`src/rtl/gpio_irq_pkg.sv`:
```
// Package: shared register-select encoding for the GPIO interrupt aggregator.
// Assumes the word select sits above the bank select in the register address.
package gpio_irq_pkg;

    // Word selected by the upper address bits
    typedef enum logic [2:0] {
        SEL_STATUS = 3'd0,
        SEL_RISE   = 3'd1,
        SEL_FALL   = 3'd2,
        SEL_HIGH   = 3'd3,
        SEL_LOW    = 3'd4
    } reg_sel_e;

    localparam int SEL_W = 3;

endpackage

```
`src/rtl/gpio_sync.sv`:
```
// Module: two-flop synchroniser for a vector of asynchronous pin levels.
// Assumes each bit is an independent level; no bus coherence is implied.
module gpio_sync #(
    parameter int W = 54
) (
    input  logic         clk,
    input  logic         rst_n,
    input  logic [W-1:0] async_i,
    output logic [W-1:0] sync_o
);
    logic [W-1:0] meta_q;

    // Two register stages to settle metastability
    always_ff @(posedge clk) begin
        if (!rst_n) begin
            meta_q <= '0;
            sync_o <= '0;
        end else begin
            meta_q <= async_i;
            sync_o <= meta_q;
        end
    end
endmodule

```
`src/rtl/gpio_event_bank.sv`:
```
// Module: one bank of event detection. Holds the four enable words, the
// previous-sample register used for edge detection, and the write-1-to-clear
// status word. Only the low VALID bits exist; the upper bits stay 0.
// Assumes smp_i is already synchronised to clk.
module gpio_event_bank
    import gpio_irq_pkg::*;
#(
    parameter int W     = 32,
    parameter int VALID = 32
) (
    input  logic         clk,
    input  logic         rst_n,
    input  logic [W-1:0] smp_i,
    input  logic         wr_i,
    input  reg_sel_e     sel_i,
    input  logic [W-1:0] wdata_i,
    output logic [W-1:0] status_o,
    output logic [W-1:0] rise_en_o,
    output logic [W-1:0] fall_en_o,
    output logic [W-1:0] high_en_o,
    output logic [W-1:0] low_en_o,
    output logic [W-1:0] prev_o
);
    localparam logic [W-1:0] VMASK = (VALID >= W) ? {W{1'b1}}
                                                  : ((W'(1) << VALID) - W'(1));

    logic [W-1:0] event_w;
    logic [W-1:0] clr_w;

    // Any armed condition on an existing pin counts as an event
    always_comb begin
        event_w = ((rise_en_o &  smp_i & ~prev_o) |
                   (fall_en_o & ~smp_i &  prev_o) |
                   (high_en_o &  smp_i)           |
                   (low_en_o  & ~smp_i)) & VMASK;
        clr_w   = (wr_i && sel_i == SEL_STATUS) ? wdata_i : '0;
    end

    // Previous sample for edge comparison
    always_ff @(posedge clk) begin
        if (!rst_n) prev_o <= '0;
        else        prev_o <= smp_i;
    end

    // Status latch: clear by writing ones, a new event takes precedence
    always_ff @(posedge clk) begin
        if (!rst_n) status_o <= '0;
        else        status_o <= (status_o & ~clr_w) | event_w;
    end

    // Enable words written through the register port
    always_ff @(posedge clk) begin
        if (!rst_n) begin
            rise_en_o <= '0;
            fall_en_o <= '0;
            high_en_o <= '0;
            low_en_o  <= '0;
        end else if (wr_i) begin
            case (sel_i)
                SEL_RISE: rise_en_o <= wdata_i & VMASK;
                SEL_FALL: fall_en_o <= wdata_i & VMASK;
                SEL_HIGH: high_en_o <= wdata_i & VMASK;
                SEL_LOW:  low_en_o  <= wdata_i & VMASK;
                default:  ;
            endcase
        end
    end
endmodule

```
`src/rtl/gpio_group_irq.sv`:
```
// Module: folds the flat pin-indexed status vector into three registered
// group lines and one common line. Group 0 takes pins below G1_FIRST,
// group 1 takes G1_FIRST up to G2_FIRST-1, and group 2 takes the rest.
// Assumes 0 < G1_FIRST < G2_FIRST < NUM_PINS <= FLAT_W.
module gpio_group_irq #(
    parameter int FLAT_W   = 64,
    parameter int NUM_PINS = 54,
    parameter int G1_FIRST = 28,
    parameter int G2_FIRST = 46
) (
    input  logic              clk,
    input  logic              rst_n,
    input  logic [FLAT_W-1:0] status_i,
    output logic [2:0]        grp_o,
    output logic              any_o
);
    logic [FLAT_W-1:0] m0, m1, m2;
    logic [2:0]        grp_next;

    // Per-pin membership masks, computed from the boundaries
    for (genvar p = 0; p < FLAT_W; p++) begin : g_mask
        assign m0[p] = (p < G1_FIRST);
        assign m1[p] = (p >= G1_FIRST) && (p < G2_FIRST);
        assign m2[p] = (p >= G2_FIRST) && (p < NUM_PINS);
    end

    // Reduce each masked slice to a request
    always_comb begin
        grp_next[0] = |(status_i & m0);
        grp_next[1] = |(status_i & m1);
        grp_next[2] = |(status_i & m2);
    end

    // Register group and common lines together
    always_ff @(posedge clk) begin
        if (!rst_n) begin
            grp_o <= '0;
            any_o <= 1'b0;
        end else begin
            grp_o <= grp_next;
            any_o <= |grp_next;
        end
    end
endmodule

```
`src/rtl/gpio_irq_agg.sv`:
```
// Module: top of the GPIO interrupt aggregator. Synchronises the pins,
// runs one event bank per register bank, decodes the register port and
// drives the group and common interrupt lines.
// Assumes at least two banks; reg_addr_i[0] picks the bank.
module gpio_irq_agg
    import gpio_irq_pkg::*;
#(
    parameter int NUM_PINS = 54,
    parameter int BANK_W   = 32,
    parameter int G1_FIRST = 28,
    parameter int G2_FIRST = 46
) (
    input  logic                clk,
    input  logic                rst_n,
    input  logic [NUM_PINS-1:0] pin_i,
    input  logic                reg_wr_i,
    input  logic [3:0]          reg_addr_i,
    input  logic [BANK_W-1:0]   reg_wdata_i,
    output logic [BANK_W-1:0]   reg_rdata_o,
    output logic [2:0]          grp_irq_o,
    output logic                any_irq_o
);
    localparam int NUM_BANKS  = (NUM_PINS + BANK_W - 1) / BANK_W;
    localparam int FLAT_W     = NUM_BANKS * BANK_W;
    localparam int BANK_SEL_W = $clog2(NUM_BANKS);

    logic [NUM_PINS-1:0] smp_pins;
    logic [FLAT_W-1:0]   smp_flat, prev_flat, status_flat;
    logic [FLAT_W-1:0]   rise_flat, fall_flat, high_flat, low_flat;
    logic [BANK_SEL_W-1:0] bank_sel;
    reg_sel_e            word_sel;

    assign bank_sel = reg_addr_i[BANK_SEL_W-1:0];
    assign word_sel = reg_sel_e'(reg_addr_i[BANK_SEL_W +: SEL_W]);
    assign smp_flat = FLAT_W'(smp_pins);

    gpio_sync #(.W(NUM_PINS)) u_sync (
        .clk    (clk),
        .rst_n  (rst_n),
        .async_i(pin_i),
        .sync_o (smp_pins)
    );

    for (genvar b = 0; b < NUM_BANKS; b++) begin : g_bank
        localparam int VALID = ((NUM_PINS - b * BANK_W) >= BANK_W)
                               ? BANK_W : (NUM_PINS - b * BANK_W);
        logic bank_wr;
        assign bank_wr = reg_wr_i && (bank_sel == BANK_SEL_W'(b));

        gpio_event_bank #(.W(BANK_W), .VALID(VALID)) u_bank (
            .clk      (clk),
            .rst_n    (rst_n),
            .smp_i    (smp_flat[b*BANK_W +: BANK_W]),
            .wr_i     (bank_wr),
            .sel_i    (word_sel),
            .wdata_i  (reg_wdata_i),
            .status_o (status_flat[b*BANK_W +: BANK_W]),
            .rise_en_o(rise_flat[b*BANK_W +: BANK_W]),
            .fall_en_o(fall_flat[b*BANK_W +: BANK_W]),
            .high_en_o(high_flat[b*BANK_W +: BANK_W]),
            .low_en_o (low_flat[b*BANK_W +: BANK_W]),
            .prev_o   (prev_flat[b*BANK_W +: BANK_W])
        );
    end

    // Read mux over the addressed bank and word
    always_comb begin
        case (word_sel)
            SEL_STATUS: reg_rdata_o = status_flat[bank_sel*BANK_W +: BANK_W];
            SEL_RISE:   reg_rdata_o = rise_flat[bank_sel*BANK_W +: BANK_W];
            SEL_FALL:   reg_rdata_o = fall_flat[bank_sel*BANK_W +: BANK_W];
            SEL_HIGH:   reg_rdata_o = high_flat[bank_sel*BANK_W +: BANK_W];
            SEL_LOW:    reg_rdata_o = low_flat[bank_sel*BANK_W +: BANK_W];
            default:    reg_rdata_o = '0;
        endcase
    end

    gpio_group_irq #(
        .FLAT_W  (FLAT_W),
        .NUM_PINS(NUM_PINS),
        .G1_FIRST(G1_FIRST),
        .G2_FIRST(G2_FIRST)
    ) u_grp (
        .clk     (clk),
        .rst_n   (rst_n),
        .status_i(status_flat),
        .grp_o   (grp_irq_o),
        .any_o   (any_irq_o)
    );
endmodule

```
`config.mk`:
```
export PLATFORM = sky130hd
export DESIGN_NAME = gpio_irq_agg
export DESIGN_NICKNAME = d
export VERILOG_FILES = /design/src/rtl/gpio_irq_pkg.sv /design/src/rtl/gpio_sync.sv /design/src/rtl/gpio_event_bank.sv /design/src/rtl/gpio_group_irq.sv /design/src/rtl/gpio_irq_agg.sv
export SDC_FILE = /design/constraint.sdc
export NUM_CORES = 1
export LEC_CHECK = 0
export CELL_PAD_IN_SITES_DETAIL_PLACEMENT = 0
export CELL_PAD_IN_SITES_GLOBAL_PLACEMENT = 2
export CORE_MARGIN = 8
export CORE_UTILIZATION = 33
export DETAILED_ROUTE_END_ITERATION = 7
export HOLD_SLACK_MARGIN = 0.15
export PLACE_DENSITY = 0.82
export SLEW_MARGIN = 20
export SYNTH_ARGS = -nofsm -noshare
export SYNTH_HDL_FRONTEND = slang
export SYNTH_SLANG_ARGS = --single-unit
```
`constraint.sdc`:
```
create_clock -name clk -period 2 [get_ports clk]
set_input_delay 0.4 -clock clk [delete_from_list [all_inputs] [get_ports clk]]
set_output_delay 0.4 -clock clk [all_outputs]
set_load 0.02 [all_outputs]
```
==> results.md <==
- Crit path DAT: 2.01 ns
- Run status: complete, but fails checks
- Final setup fails: 32
- DP HPWL: 44000 um
- Dpl cells: about 3100
- Hold Slack: 0.168 ns
- DRT iter0 DRCs: 1295
- Worst skew pair latency: ~0.6 ns
- HP Class: in -> reg
- Critical path fanouts, max: 2
- Unrepaired setup endpoints after global routing: yes
- Flop pwr share: 0.432
- R2r endpoint: u_grp.any_o$_SDFF_PN0_
- Sequential cell area fraction in the yosys report: 0.490
- Core footprint: between 50000 and 60000 um^2
- Crit path time final: about 2.4 ns
- Drt total wl: 65900 um
- Vias: 16400
- Final instance area: approximately 25000 um^2
- FF-to-FF Start: g_bank[1].u_bank.status_o[3]$_SDFF_PN0_
- Gate Count Post-Synth: 2112
- Internal Pwr Total: between 15000 and 20000 uW
- Post-route ant nets: 0
- Yosys cell types: just under 50
- Post-Syn Nets: 2205
- Critical Path Source Type: register
- Final non-filler cell total: around 3200
- TritonCTS buffer count: 50
- R2R depth: 6
- Final Hold Fails: 0
- Gr ovfl total: 0
- Number of flops mapped to enable cells by yosys: 0
- Die area: 62900 um^2
- Slew margin rel.: 0.620
- Register-to-register setup slack: roughly 0.06 ns
- Layout cells sized above 1: 0.253
- Max-Cap Viols: 0
- DR vias/cell: 5.16
- Synthesized area: 18200 um^2
- Clk sinks: 446
- Switching part of the total power: 0.240
- Slowest cell on the critical path: mux4_2
- Most common cell after layout, fill and taps aside: nand2_1
- Number of global-route vias before repair: roughly 16000
- Total Routing Usage GR: 0.202
- Pleak: 0.00946 uW
- Clock power share: 0.464
- Avg WL per Cell: 20.6 um
- Final worst path period share: 1.20
- Min setup slack post-route: -0.410 ns
- Synth Area per Inst: roughly 8.6 um^2
- FF+latch count, synth: 446
- Most area-hungry cell type in the Yosys netlist: dfxtp_1
- Failing checks: setup timing
- Initial Util: 0.332
- Crit path cell chain: or2_0 > mux4_2 > o21ai_4 > a21oi_4 > buf_6
- Htree depth: 2
- Clock Pin Slew Worst Setup and Hold Paths: 0.06 ns
- Clock tree root buffer cell: clkbuf_16
- NetSw: around 5200 uW
- Die W: 251 um
- Worst Path Required: around 1.6 ns
- Filler cell count: 5191
- Max Slew Vio Count: 0
- Antenna Cells: 0
- Hold Buf Count CTS: 0
- DR DRC count: 0
- Cell Rows: 86
- Setup Crit Path Kind: reg -> out
- Comb power frac: 0.104
- Placed Area: 22200 um^2
- Io pins: 129
- PD cells: 858 nW/um^2
- Synth warn: 0
- Area grow syn2layout: 38.2%
- Initial antenna violation count: 1
- First-pass GRT wire length: 99800 um
- First-pass DRT Iterations: 5
- VDD IR max: between 0.5 and 0.6 mV
- IO Port Bufs: around 130
- Die height: 251 um
- Worst setup path endpoint: reg_rdata_o[11]
- Clk buf depth: 3
- Largest net degree at the start of global routing: 75
- Hold Startpoint: rst_n
- Critical path capture point type: output pin
- RePlAce Congestion: 0.877
- CTS tree: built
- Max Fclk: 0.415 GHz
- Nets@finish: 2540
- Most frequent cells in the layout: 464 x nand2_1, 415 x dfxtp_1, 337 x a21oi_1
- Synth area leaders: dfxtp_1 49%, nand2_1 9.6%, a21oi_1 9.5%
- Top-area cell type share of the netlist area: 0.490
- Final clock skew: 0.0295 ns
- Least-Margin Pin Slew: between 0.5 and 0.6 ns
- CP peak stage delay: ~0.50 ns
- Main synth FF type: dfxtp_1
- Crit path launch: g_bank[0].u_bank.status_o[11]$_SDFF_PN0_
- Asr flop ratio synth: 0
==> metrics by stage <==
step	util	setup slack [ns]	total power, uW	TNS, ns
floorplan	-	-0.0273	10500	-0.236
global placement	0.406	-0.842	11500	-44.02
detailed placement	0.406	-0.856	11500	-46.03
CTS	0.451	-0.448	21700	-7.80
global route	0.459	-0.466	22300	-8.30
finish	0.459	-0.410	21600	-6.72
==> power by group through the flow <==
stage	logic (uW)	clock network, uW	registers [uW]
3_5_place_dp	2000	0	9500
5_1_grt	2400	10500	9350
2_1_floorplan	995	0	9460
3_3_place_gp	1990	0	9500
4_1_cts	2160	10200	9320
6_report	2250	10000	9320
==> synth_stat cells (2+ instances only) <==
library cell and instances:
nand2_1 466, dfxtp_1 446, a21oi_1 347, and2_1 162, clkbuf_1 82, buf_2 64
inv_1 61, a211oi_1 54, o21a_1 54, nor2_1 45, mux2_2 39, a22oi_1 38
a21boi_0 31, mux2i_1 28, a21boi_1 23, a221o_1 17, o21ai_0 16, nor4_1 11
o221a_2 11, o221ai_1 11, buf_6 10, o32a_1 10, a31oi_1 9, mux4_2 9
nand2b_1 9, nor2b_1 8, buf_4 6, nand3_1 6, nor3_2 6, a31o_2 4
or3_1 4, a2bb2oi_1 3, or4_1 3, nor4bb_1 2, o211ai_1 2, or2_0 2
==> flip-flops by register name, indices dropped and copies added, names as in the netlist <==
name / flops
u_sync.meta_q: 54
u_grp.grp_o: 3
u_grp.any_o: 1
g_bank.u_bank.prev_o: 54
g_bank.u_bank.high_en_o: 54
g_bank.u_bank.low_en_o: 54
g_bank.u_bank.status_o: 64
g_bank.u_bank.fall_en_o: 54
g_bank.u_bank.rise_en_o: 54
u_sync.sync_o: 54
==> critical path: cells and delay by family, from the launching register on <==
family | cells | cell delay, ns
and+or+nand+nor | 1 | 0.18
muxes | 1 | 0.50
AOI/OAI and AO/OA | 2 | 0.26
buffers and inverters | 1 | 0.15
DFF | 1 | 0.33
==> kinds of logic (layout without fill, tap and decap cells) <==
| group | after synthesis | after routing | share of synthesized area |
|---|---|---|---|
| and+or+nand+nor | 733 | 733 | 0.185 |
| AOI/OAI and AO/OA | 634 | 634 | 0.218 |
| DFF | 446 | 446 | 0.490 |
| buffers and inverters | 223 | 596 | 0.0557 |
| muxes | 76 | 76 | 0.0507 |
==> per-layer routing <==
metal  GRT usage  wire length [um]  vias up
li1            -                 -     7907
met3      0.0325              3820      137
met5           0                 0        -
met4      0.0639              1910        0
met2       0.317             29700      525
met1       0.283             30400     7877
==> repair_timing <==
| item | in CTS | in global routing |
|---|---|---|
| cloned | 2 | 2 |
| setup endpoints to repair | 32 | 32 |
| gates resized for setup | 278 | 70 |
| pin swaps | 26 | 34 |
| setup buffers | 17 | 15 |
| hold endpoints to repair | 0 | 0 |
==> worst min path at each step <==
stage                                                           to  cells after the start
after detailed placement              u_sync.sync_o[43]$_SDFF_PN0_                      1
after global routing      g_bank[1].u_bank.status_o[25]$_SDFF_PN0_                      3
after floorplan           g_bank[1].u_bank.status_o[30]$_SDFF_PN0_                      2
after CTS                 g_bank[1].u_bank.status_o[26]$_SDFF_PN0_                      3
after global placement                u_sync.sync_o[46]$_SDFF_PN0_                      1
final                     g_bank[1].u_bank.status_o[26]$_SDFF_PN0_                      3
==> final cells by class <==
cell class,instances,area (um^2),area share
multi-input cells,1443,9000,0.358
clock buffers,68,1430,0.0569
inverters,61,234,0.00930
clock inverters,22,358,0.0142
flip-flops and latches,446,8970,0.357
well taps,704,881,0.0350
repair buffers,445,4280,0.170
Power figures use the tool's default switching activity.
